===== config.mk =====
export PLATFORM = sky130hd
export DESIGN_NAME = gpio_irq_bank
export DESIGN_NICKNAME = d
export VERILOG_FILES = /design/src/rtl/gpio_bank_pkg.sv /design/src/rtl/gpio_bank_decode.sv /design/src/rtl/gpio_alias_reg.sv /design/src/rtl/gpio_pin_sync.sv /design/src/rtl/gpio_irq_detect.sv /design/src/rtl/gpio_irq_bank.sv
export SDC_FILE = /design/constraint.sdc
export NUM_CORES = 1
export LEC_CHECK = 0
export BUFFER_PORTS_ARGS = -buffer_cell sky130_fd_sc_hd__buf_2
export CORE_AREA = 5 5 182 184
export DETAILED_ROUTE_END_ITERATION = 8
export DIE_AREA = 0 0 187 189
export PLACE_DENSITY_LB_ADDON = 0.08
export SYNTH_ARGS = -nofsm -noshare
export SYNTH_HDL_FRONTEND = slang
export SYNTH_SLANG_ARGS = --single-unit

===== constraint.sdc =====
create_clock -name clk -period 3.3 [get_ports clk]
set_input_delay 0.33 -clock clk [delete_from_list [all_inputs] [get_ports clk]]
set_output_delay 0.33 -clock clk [all_outputs]
set_load 0.02 [all_outputs]

===== src/rtl/gpio_bank_pkg.sv =====
`timescale 1ns/1ps
// Package: shared address layout and access encodings for the GPIO bank.
// Assumes a 12-bit byte address with group, bank and access fields.
package gpio_bank_pkg;
    localparam int ADDR_W     = 12;
    localparam int GRP_LSB    = 8;
    localparam int GRP_W      = 4;
    localparam int BANK_LSB   = 4;
    localparam int BANK_W     = 4;
    localparam int ACC_LSB    = 2;
    localparam int NUM_GROUPS = 8;
    localparam int GIDX_W     = $clog2(NUM_GROUPS);

    typedef enum logic [GIDX_W-1:0] {
        GRP_DOUT  = 3'd0,
        GRP_DIN   = 3'd1,
        GRP_OE    = 3'd2,
        GRP_CAPEN = 3'd3,
        GRP_IRQEN = 3'd4,
        GRP_LVL   = 3'd5,
        GRP_POL   = 3'd6,
        GRP_STAT  = 3'd7
    } grp_e;

    typedef enum logic [1:0] {
        ACC_WRITE = 2'd0,
        ACC_SET   = 2'd1,
        ACC_CLR   = 2'd2,
        ACC_NONE  = 2'd3
    } acc_e;
endpackage


===== src/rtl/gpio_bank_decode.sv =====
`timescale 1ns/1ps
// Address decoder: splits the bus address into group, bank and access type.
// Raises one write strobe per group.
// Assumes bus_wr is a single-cycle pulse. Groups beyond NUM_GROUPS are unmapped.
module gpio_bank_decode
    import gpio_bank_pkg::*;
#(
    parameter int BANK_ID = 0
) (
    input  logic                   bus_wr,
    input  logic [ADDR_W-1:0]      bus_addr,
    output logic [GIDX_W-1:0]      grp_idx,
    output acc_e                   acc,
    output logic                   bank_hit,
    output logic [NUM_GROUPS-1:0]  wr_grp
);
    logic [GRP_W-1:0]  grp_raw;
    logic [BANK_W-1:0] bank_raw;

    // Field extraction from the byte address
    always_comb begin
        grp_raw  = bus_addr[GRP_LSB +: GRP_W];
        bank_raw = bus_addr[BANK_LSB +: BANK_W];
        acc      = acc_e'(bus_addr[ACC_LSB +: 2]);
        grp_idx  = grp_raw[GIDX_W-1:0];
    end

    // Address match: right bank and a mapped group
    always_comb begin
        bank_hit = (bank_raw == BANK_W'(BANK_ID)) && (int'(grp_raw) < NUM_GROUPS);
    end

    // One-hot write strobe for the addressed group
    always_comb begin
        wr_grp = (bus_wr && bank_hit) ? (NUM_GROUPS'(1) << grp_idx) : '0;
    end
endmodule


===== src/rtl/gpio_alias_reg.sv =====
`timescale 1ns/1ps
// Configuration register with plain, set-alias and clear-alias writes.
// Assumes wr_en is already qualified by the address decode.
module gpio_alias_reg
    import gpio_bank_pkg::*;
#(
    parameter int WIDTH = 32
) (
    input  logic             clk,
    input  logic             rst_n,
    input  logic             wr_en,
    input  acc_e             acc,
    input  logic [WIDTH-1:0] wdata,
    output logic [WIDTH-1:0] q
);
    // Register update: replace, OR in, or mask out
    always_ff @(posedge clk) begin
        if (!rst_n) begin
            q <= '0;
        end else if (wr_en) begin
            case (acc)
                ACC_WRITE: q <= wdata;
                ACC_SET:   q <= q | wdata;
                ACC_CLR:   q <= q & ~wdata;
                default:   q <= q;
            endcase
        end
    end

    AST_HOLD_NO_WRITE: assert property (@(posedge clk) disable iff (!rst_n)
        !wr_en |=> $stable(q));
endmodule


===== src/rtl/gpio_pin_sync.sv =====
`timescale 1ns/1ps
// Multi-flop synchronizer for the asynchronous pad inputs.
// Assumes each pin is a slow level. Bits are not aligned to each other.
module gpio_pin_sync #(
    parameter int WIDTH  = 32,
    parameter int STAGES = 2
) (
    input  logic             clk,
    input  logic             rst_n,
    input  logic [WIDTH-1:0] async_in,
    output logic [WIDTH-1:0] sync_out
);
    logic [WIDTH-1:0] stage_q [STAGES];

    // First stage samples the pads
    always_ff @(posedge clk) begin
        if (!rst_n) stage_q[0] <= '0;
        else        stage_q[0] <= async_in;
    end

    // Remaining stages settle metastability
    for (genvar s = 1; s < STAGES; s++) begin : g_stage
        always_ff @(posedge clk) begin
            if (!rst_n) stage_q[s] <= '0;
            else        stage_q[s] <= stage_q[s-1];
        end
    end

    assign sync_out = stage_q[STAGES-1];
endmodule


===== src/rtl/gpio_irq_detect.sv =====
`timescale 1ns/1ps
// Per-pin level/edge detection and the sticky status register.
// Assumes sync_lvl is already synchronized. Detection has priority over clear.
module gpio_irq_detect #(
    parameter int WIDTH = 32
) (
    input  logic             clk,
    input  logic             rst_n,
    input  logic [WIDTH-1:0] sync_lvl,
    input  logic [WIDTH-1:0] cap_en,
    input  logic [WIDTH-1:0] lvl_sel,
    input  logic [WIDTH-1:0] pol_sel,
    input  logic             clr_en,
    input  logic [WIDTH-1:0] clr_mask,
    output logic [WIDTH-1:0] stat_q
);
    logic [WIDTH-1:0] prev_q;
    logic [WIDTH-1:0] act_now;
    logic [WIDTH-1:0] act_prev;
    logic [WIDTH-1:0] hit;
    logic [WIDTH-1:0] clr_vec;
    logic [WIDTH-1:0] lvl_hit;

    // Previous synchronized level, for edge detection
    always_ff @(posedge clk) begin
        if (!rst_n) prev_q <= '0;
        else        prev_q <= sync_lvl;
    end

    for (genvar i = 0; i < WIDTH; i++) begin : g_pin
        // Active-level and detection decision for one pin
        always_comb begin
            act_now[i]  = pol_sel[i] ? sync_lvl[i] : ~sync_lvl[i];
            act_prev[i] = pol_sel[i] ? prev_q[i]   : ~prev_q[i];
            hit[i]      = cap_en[i] & (lvl_sel[i] ? act_now[i]
                                                  : (act_now[i] & ~act_prev[i]));
        end
    end

    // Clear vector from the status clear alias
    always_comb begin
        clr_vec = clr_en ? clr_mask : '0;
        lvl_hit = cap_en & lvl_sel & act_now;
    end

    // Sticky status: new detections override a clear in the same cycle
    always_ff @(posedge clk) begin
        if (!rst_n) stat_q <= '0;
        else        stat_q <= (stat_q & ~clr_vec) | hit;
    end

    AST_CAPTURE_GATED: assert property (@(posedge clk) disable iff (!rst_n)
        1'b1 |=> ((stat_q & ~$past(stat_q) & ~$past(cap_en)) == '0));
    AST_LEVEL_RESETS: assert property (@(posedge clk) disable iff (!rst_n)
        (lvl_hit != '0) |=> ((stat_q & $past(lvl_hit)) == $past(lvl_hit)));
    AST_DETECT_WINS: assert property (@(posedge clk) disable iff (!rst_n)
        ((clr_vec & hit) != '0) |=> ((stat_q & $past(clr_vec & hit)) == $past(clr_vec & hit)));
    AST_FALL_ONLY_BY_CLEAR: assert property (@(posedge clk) disable iff (!rst_n)
        1'b1 |=> ((~stat_q & $past(stat_q) & ~$past(clr_vec)) == '0));
endmodule


===== src/rtl/gpio_irq_bank.sv =====
`timescale 1ns/1ps
// Top of the GPIO bank: address decode, configuration registers,
// input synchronizer, interrupt detection and the bank interrupt line.
// Assumes a single-cycle write strobe. Reads are combinational.
module gpio_irq_bank
    import gpio_bank_pkg::*;
#(
    parameter int NUM_PINS    = 32,
    parameter int SYNC_STAGES = 2,
    parameter int BANK_ID     = 0
) (
    input  logic                clk,
    input  logic                rst_n,
    input  logic                bus_wr,
    input  logic [ADDR_W-1:0]   bus_addr,
    input  logic [NUM_PINS-1:0] bus_wdata,
    output logic [NUM_PINS-1:0] bus_rdata,
    input  logic [NUM_PINS-1:0] pad_in,
    output logic [NUM_PINS-1:0] pad_out,
    output logic [NUM_PINS-1:0] pad_oe,
    output logic                irq_out
);
    logic [GIDX_W-1:0]     grp_idx;
    acc_e                  acc;
    logic                  bank_hit;
    logic [NUM_GROUPS-1:0] wr_grp;
    logic [NUM_PINS-1:0]   regs [NUM_GROUPS];
    logic [NUM_PINS-1:0]   din_sync;
    logic [NUM_PINS-1:0]   stat_q;

    gpio_bank_decode #(.BANK_ID(BANK_ID)) i_decode (
        .bus_wr   (bus_wr),
        .bus_addr (bus_addr),
        .grp_idx  (grp_idx),
        .acc      (acc),
        .bank_hit (bank_hit),
        .wr_grp   (wr_grp)
    );

    // Writable groups get an alias register; input and status are sourced elsewhere
    for (genvar g = 0; g < NUM_GROUPS; g++) begin : g_reg
        if (g == int'(GRP_DIN)) begin : g_din
            assign regs[g] = din_sync;
        end else if (g == int'(GRP_STAT)) begin : g_stat
            assign regs[g] = stat_q;
        end else begin : g_cfg
            gpio_alias_reg #(.WIDTH(NUM_PINS)) i_reg (
                .clk   (clk),
                .rst_n (rst_n),
                .wr_en (wr_grp[g]),
                .acc   (acc),
                .wdata (bus_wdata),
                .q     (regs[g])
            );
        end
    end

    gpio_pin_sync #(.WIDTH(NUM_PINS), .STAGES(SYNC_STAGES)) i_sync (
        .clk      (clk),
        .rst_n    (rst_n),
        .async_in (pad_in),
        .sync_out (din_sync)
    );

    gpio_irq_detect #(.WIDTH(NUM_PINS)) i_detect (
        .clk      (clk),
        .rst_n    (rst_n),
        .sync_lvl (din_sync),
        .cap_en   (regs[GRP_CAPEN]),
        .lvl_sel  (regs[GRP_LVL]),
        .pol_sel  (regs[GRP_POL]),
        .clr_en   (wr_grp[GRP_STAT] && (acc == ACC_CLR)),
        .clr_mask (bus_wdata),
        .stat_q   (stat_q)
    );

    // Read mux and pin/interrupt outputs
    always_comb begin
        bus_rdata = bank_hit ? regs[grp_idx] : '0;
        pad_out   = regs[GRP_DOUT];
        pad_oe    = regs[GRP_OE];
        irq_out   = |(stat_q & regs[GRP_IRQEN]);
    end
endmodule


==> results_dict.tcl, run 1 <==
set metrics [dict create \
    outcome "completed" \
    power.density_cell_area_mw_per_mm2 531.9 \
    htree_num_levels 2 \
    clock_sink_count 320 \
    grt-ovfl-total 0 \
    timing.rr.end "i_detect.stat_q[2]" \
    ys_seq_area_share_pct 46.36 \
    cts_tree "done" \
    critPathKind "in2out" \
    vias 11760 \
    timing.reg2reg.setup_slack_ps 2410 \
    setup_repair_after_global_routing_missed_its_margin "false" \
    final-max-slew-violation-count 0 \
    synthMuxAreaShare_pct 10.43 \
    endpoint_kind "output port" \
    layout_common_cells "320 x dfxtp_1, 192 x o211ai_1, 170 x buf_2, 168 x o21ai_0, 96 x and2_1" \
    post_cts_buffers 0 \
    drive_gt1_share_pct 21.78 \
    total_leakage_power_nw 6.208 \
    synth-async-reset-ratio_pct 0 \
    number_of_global_route_vias_before_repair 11360 \
    firstDrtPassIters 5 \
    regToRegStartpoint "g_reg[5].g_cfg.i_reg.q[2]" \
    startpoint_type "input pin" \
    detailedPlace.worstSlack_ps 700.2 \
    worst_ep_required_time_ps 2970 \
    design.portCount 176 \
    numCtsBuffers 38 \
    final_period_minus_worst_setup_slack_ps 2551 \
    hp-class "in2reg" \
    synth-adder-area-share_pct 0.2716 \
    area_growth_syn_to_layout_pct 19.17 \
    peakVddDrop_mv 0.4415 \
    post_synth_xor_area_fraction_pct 0 \
    nets 1630 \
    post_cts.resized_instances 0 \
    synth_top_family_by_area "compound AO/OA/AOI/OAI gates" \
    worst-path-max-fanout 38 \
    yosysWarningCount 0 \
    design.core.area_mm2 0.03123 \
    slew-limit-headroom_pct 45.29 \
    gp_congestion 0.8192 \
    first_pass_grt_wire_length_mm 67.42 \
    min_delay_path_depth 2 \
    insertion_delay_ps 520 \
    postSynthAreaPerCell_um2 9.835 \
    first_iter_violations 930 \
    report.final.setup_viol 0 \
    cts_root_buf "clkbuf_16" \
    data_arrival_time_of_the_critical_path_ps 2220 \
    num_rows 65 \
    totalWireLength_mm 43.38 \
    finish.cell_count_without_fillers 1978 \
    port-buffer-count 173 \
    synth_simple_gate_area_share_pct 13.66 \
    fin_worst_skew_ps 22.48 \
    timing.reg2reg.worst_path_depth 3 \
    synth_enable_flop_cells 0 \
    max_clock_freq_ghz 0.3921 \
    synth.net_count 1487 \
    layout_setup_ws_ps 749.5 \
    fp.dieW_um 187 \
    max_cap_viol_count 0 \
    totalNegativeSetupSlack_ps 0 \
    place_hpwl_mm 27.32 \
    die_area_mm2 0.03534 \
    route.antenna.remaining_nets 0 \
    initial_utilization_pct 44.25 \
    route.detailed.vias_per_inst 5.947 \
    ys_ff_latch 320 \
    wl_per_cell_um 21.93 \
    holdPathEnd "i_sync.stage_q[0][14]" \
    clkSlewWorstSetupHoldPaths_ps 60 \
    syn_area_mm2 0.01382 \
    synth-main-ff-cell "dfxtp_1" \
    synth-compound-area-share_pct 24.92 \
    hold_viol 0 \
    dieHeight_um 189 \
    gr-usage-all-layers_pct 23.86 \
    max_slew.worst_pin.slew_ps 820.6 \
    syn-instance-count 1405 \
    grt_max_degree 158 \
    fin_crit_sh_pct 77.29 \
    post-route-drc-count 0 \
    placed_cells 1900 \
    ys_types 37 \
    grt_antenna_before_repair 1 \
    clock_path_buffers 3 \
    worst_hold_startpoint "pad_in[14]" \
    final_common_cell "dfxtp_1" \
]
-- report_power, final --
part	switching, mW	internal (mW)	total (mW)
clock	1.62	2.61	4.23
combinational	0.404	0.184	0.588
sequential	0.0277	3.91	3.94
total	2.05	6.71	8.76
-- sequential cells by signal, summed over array words and instances (netlist names) --
signal           cells
i_detect.stat_q     32
g.g_cfg.i_reg.q    192
i_sync.stage_q      64
i_detect.prev_q     32
-- how the worst max path moves through the flow --
stage	start	endpoint	slack, ps	depth (start not counted)
6_report	bus_addr[8]	bus_rdata[13]	750	5
5_1_grt	bus_addr[8]	bus_rdata[11]	610	5
4_1_cts	bus_addr[8]	bus_rdata[11]	700	5
3_5_place_dp	bus_addr[8]	bus_rdata[11]	700	5
3_3_place_gp	bus_addr[8]	bus_rdata[11]	720	5
2_1_floorplan	bus_addr[8]	bus_rdata[10]	1250	5
-- repair_timing --
| action | in CTS | in global routing |
|---|---|---|
| hold endpoints to repair | 10 | 0 |
| hold buffers | 10 | 0 |
| setup endpoints to repair | 0 | 0 |
-- cells in the mapped netlist, types with 35 or more instances --
cell      number  share of area (%)
o211ai_1     192                 10
nand2_1       64                1.7
and2_1        96                4.3
a22oi_1       48                2.6
mux4_2        64                 10
nand2b_1      64                2.9
o21ai_0      168                6.1
dfxtp_1      320                 46
nor2_1        65                1.8
clkbuf_1      82                2.2
inv_1         35               0.95
-- per-layer routing --
layer | share of wire (%) | vias up | GRT usage, %
li1 | - | 5582 | -
met1 | 46 | 5709 | 33.62
met2 | 46 | 410 | 38.46
met3 | 6.2 | 62 | 3.927
met4 | 2.2 | 0 | 6.257
met5 | 0 | - | 0
-- stage by stage --
step | cell area (um^2) | total power, mW | utilization, % | hold WS, ps
final | 16470 | 8.759 | 52.73 | 14.23
after CTS | 16460 | 8.843 | 52.72 | 0.6897
after global routing | 16470 | 9.055 | 52.73 | 10.12
after floorplan | 13820 | 4.367 | - | 411.9
after global placement | 15090 | 4.593 | 48.31 | 414.2
after detailed placement | 15090 | 4.597 | 48.31 | 418.1
-- area by class of cell --
| class | instances | area [um^2] |
|---|---|---|
| Fill cell | 2944 | 14760 |
| Multi-Input combinational cell | 940 | 6839 |
| Sequential cell | 320 | 6406 |
| Timing Repair Buffer | 213 | 1306 |
| Clock buffer | 59 | 1181 |
| Tap cell | 402 | 503.0 |
| Inverter | 35 | 131.4 |
| Clock inverter | 8 | 97.59 |
| Antenna cell | 1 | 2.502 |
-- cell families (layout without fill, tap and decap cells) --
logic type / Yosys count / after routing
adders and majority gates: 3 / 3
and+or+nand+nor: 345 / 345
buffers and inverters: 145 / 315
muxes: 64 / 64
AOI/OAI and AO/OA: 528 / 528
DFF: 320 / 320
other: 0 / 1
-- critical path, cell delays in order --
cell	delay [ps]
buf_4	610
buf_4	300
mux4_2	520
a22o_1	270
buf_2	160
Note: power is estimated with default switching activity, not from simulation.
==> run 2: changes to the inputs <==
==> constraint.sdc (replaced) <==
create_clock -name clk -period 2.55 [get_ports clk]
set_input_delay 0.255 -clock clk [delete_from_list [all_inputs] [get_ports clk]]
set_output_delay 0.255 -clock clk [all_outputs]
set_load 0.02 [all_outputs]
==> run 2 against run 1 <==
Effect of this change:
- first-iteration DRC count is 3.1% higher
- routed wire length is 1.6% higher
- non-clock buffer count is 26 higher
- final cell count is 1.1% higher
- die area stayed put
- setup slack worse by 650 ps
- via count is 1.4% higher
- critical path type is now reg2out
- largest power group is now registers
==> results_dict.tcl, run 2 (synthesis results as in run 1) <==
set metrics [dict create \
    htree_num_levels 2 \
    globalRouteMet2Util_pct 38.12 \
    layout_setup_ws_ps 102.7 \
    fin_crit_sh_pct 95.97 \
    cts_tree "done" \
    max_clock_freq_ghz 0.4086 \
    largest_registers "g.g_cfg.i_reg.q: 192 flops, i_sync.stage_q: 64 flops" \
    power.density_cell_area_mw_per_mm2 659.1 \
    number_of_global_route_vias_before_repair 11450 \
    startpoint_type "register" \
    critPathBufInv 1 \
    largest_register "g.g_cfg.i_reg.q" \
    setup_repair_after_global_routing_missed_its_margin "false" \
    dieHeight_um 189 \
    insertion_delay_ps 510 \
    slew-limit-headroom_pct 54.27 \
    final-max-slew-violation-count 0 \
    slowest_delay_ps 610 \
    largest_register_ff_count 192 \
    worst-path-max-fanout 3 \
    route.detailed.vias_per_inst 5.962 \
    initial_utilization_pct 44.25 \
    cpLargestDelayFamily "simple AND/OR/NAND/NOR gates" \
    grt.met1_usage_pct 33.91 \
    total_leakage_power_nw 6.266 \
    timing.reg2reg.setup_slack_ps 1640 \
    cts_root_buf "clkbuf_16" \
    vias 11920 \
    worst_ep_required_time_ps 2300 \
    design.core.area_mm2 0.03123 \
    drive_gt1_share_pct 21.46 \
    wl_per_cell_um 22.03 \
    post_cts_buffers 0 \
    area_growth_syn_to_layout_pct 20.42 \
    outcome "completed" \
    max_slew.worst_pin.slew_ps 686.0 \
    die_area_mm2 0.03534 \
    peakVddDrop_mv 0.4706 \
    hold_viol 0 \
    final_period_minus_worst_setup_slack_ps 2447 \
    endpoint_kind "output port" \
    clock_sink_count 320 \
    route.antenna.remaining_nets 0 \
    totalNegativeSetupSlack_ps 0 \
    port-buffer-count 173 \
    layout_common_cells "320 x dfxtp_1, 192 x o211ai_1, 170 x buf_2, 168 x o21ai_0, 96 x and2_1" \
    place_hpwl_mm 27.56 \
    fp.dieW_um 187 \
    globalRouteMet3Util_pct 4.019 \
    data_arrival_time_of_the_critical_path_ps 2190 \
    nets 1655 \
    clock_path_buffers 3 \
    num_rows 65 \
    finish.cell_count_without_fillers 2000 \
    firstDrtPassIters 5 \
    crit_path_cell_trace "a22oi_1 -> nand4_1 -> or4_1 -> buf_2" \
    grt_max_degree 136 \
    slowest_stage "or4_1" \
    design.portCount 176 \
    numCtsBuffers 37 \
    final_common_cell "dfxtp_1" \
    first_pass_grt_wire_length_mm 68.03 \
    grt_most_used_layer "met2" \
    post_cts.resized_instances 0 \
    totalWireLength_mm 44.06 \
    grt-ovfl-total 0 \
    clkSlewWorstSetupHoldPaths_ps 60 \
    gr-usage-all-layers_pct 24.03 \
    critPathKind "reg2out" \
    post-route-drc-count 0 \
    fin_worst_skew_ps 14.88 \
    detailedPlace.worstSlack_ps 343.9 \
    placed_cells 1905 \
    grt_antenna_before_repair 3 \
    report.final.setup_viol 0 \
    gp_congestion 0.8305 \
    hp-class "in2reg" \
    first_iter_violations 959 \
    max_cap_viol_count 0 \
]
run 2: cell type report:
cell class                      instances  area [um^2]
Fill cell                            2876        14590
Multi-Input combinational cell        940         6839
Sequential cell                       320         6406
Timing Repair Buffer                  239         1604
Clock buffer                           53         1086
Tap cell                              402        503.0
Inverter                               35        131.4
Clock inverter                          7        60.06
Antenna cell                            4        10.01
run 2: path summary, 6_finish.rpt:
check / from / end / cells past startpoint
max: g_reg[4].g_cfg.i_reg.q[28] / irq_out / 4
min: pad_in[31] / i_sync.stage_q[0][31] / 2
max reg2reg: g_reg[5].g_cfg.i_reg.q[13] / i_detect.stat_q[13] / 4
min reg2reg: i_sync.stage_q[0][18] / i_sync.stage_q[1][18] / 1
run 2: per-layer routing:
layer  wire length (um)  up-vias  share of wire, %
met5                  0        -                 0
met4               1147        0               2.6
met3               2913       75               6.6
met2              20150      384                46
met1              19850     5839                45
li1                   -     5625                 -
run 2: power by group:
group          internal, mW  total, mW  switching (mW)
clock                  3.03       5.07            2.04
sequential             5.06       5.10          0.0357
combinational         0.270      0.794           0.524
run 2: repair_timing:
action	CTS	global route
hold buffers	31	0
endpoints found under the hold margin	31	0
setup endpoints to repair	0	0
run 2: per-stage QoR:
step | hold WS [ps] | total power [mW] | utilization, % | cell area, um^2
after floorplan | 376.7 | 5.651 | - | 13820
after global routing | 26.47 | 11.36 | 53.27 | 16640
after CTS | 8.005 | 11.07 | 53.25 | 16630
after detailed placement | 416.9 | 5.958 | 48.59 | 15170
final | 27.51 | 10.97 | 53.28 | 16640
after global placement | 414.7 | 5.951 | 48.59 | 15170
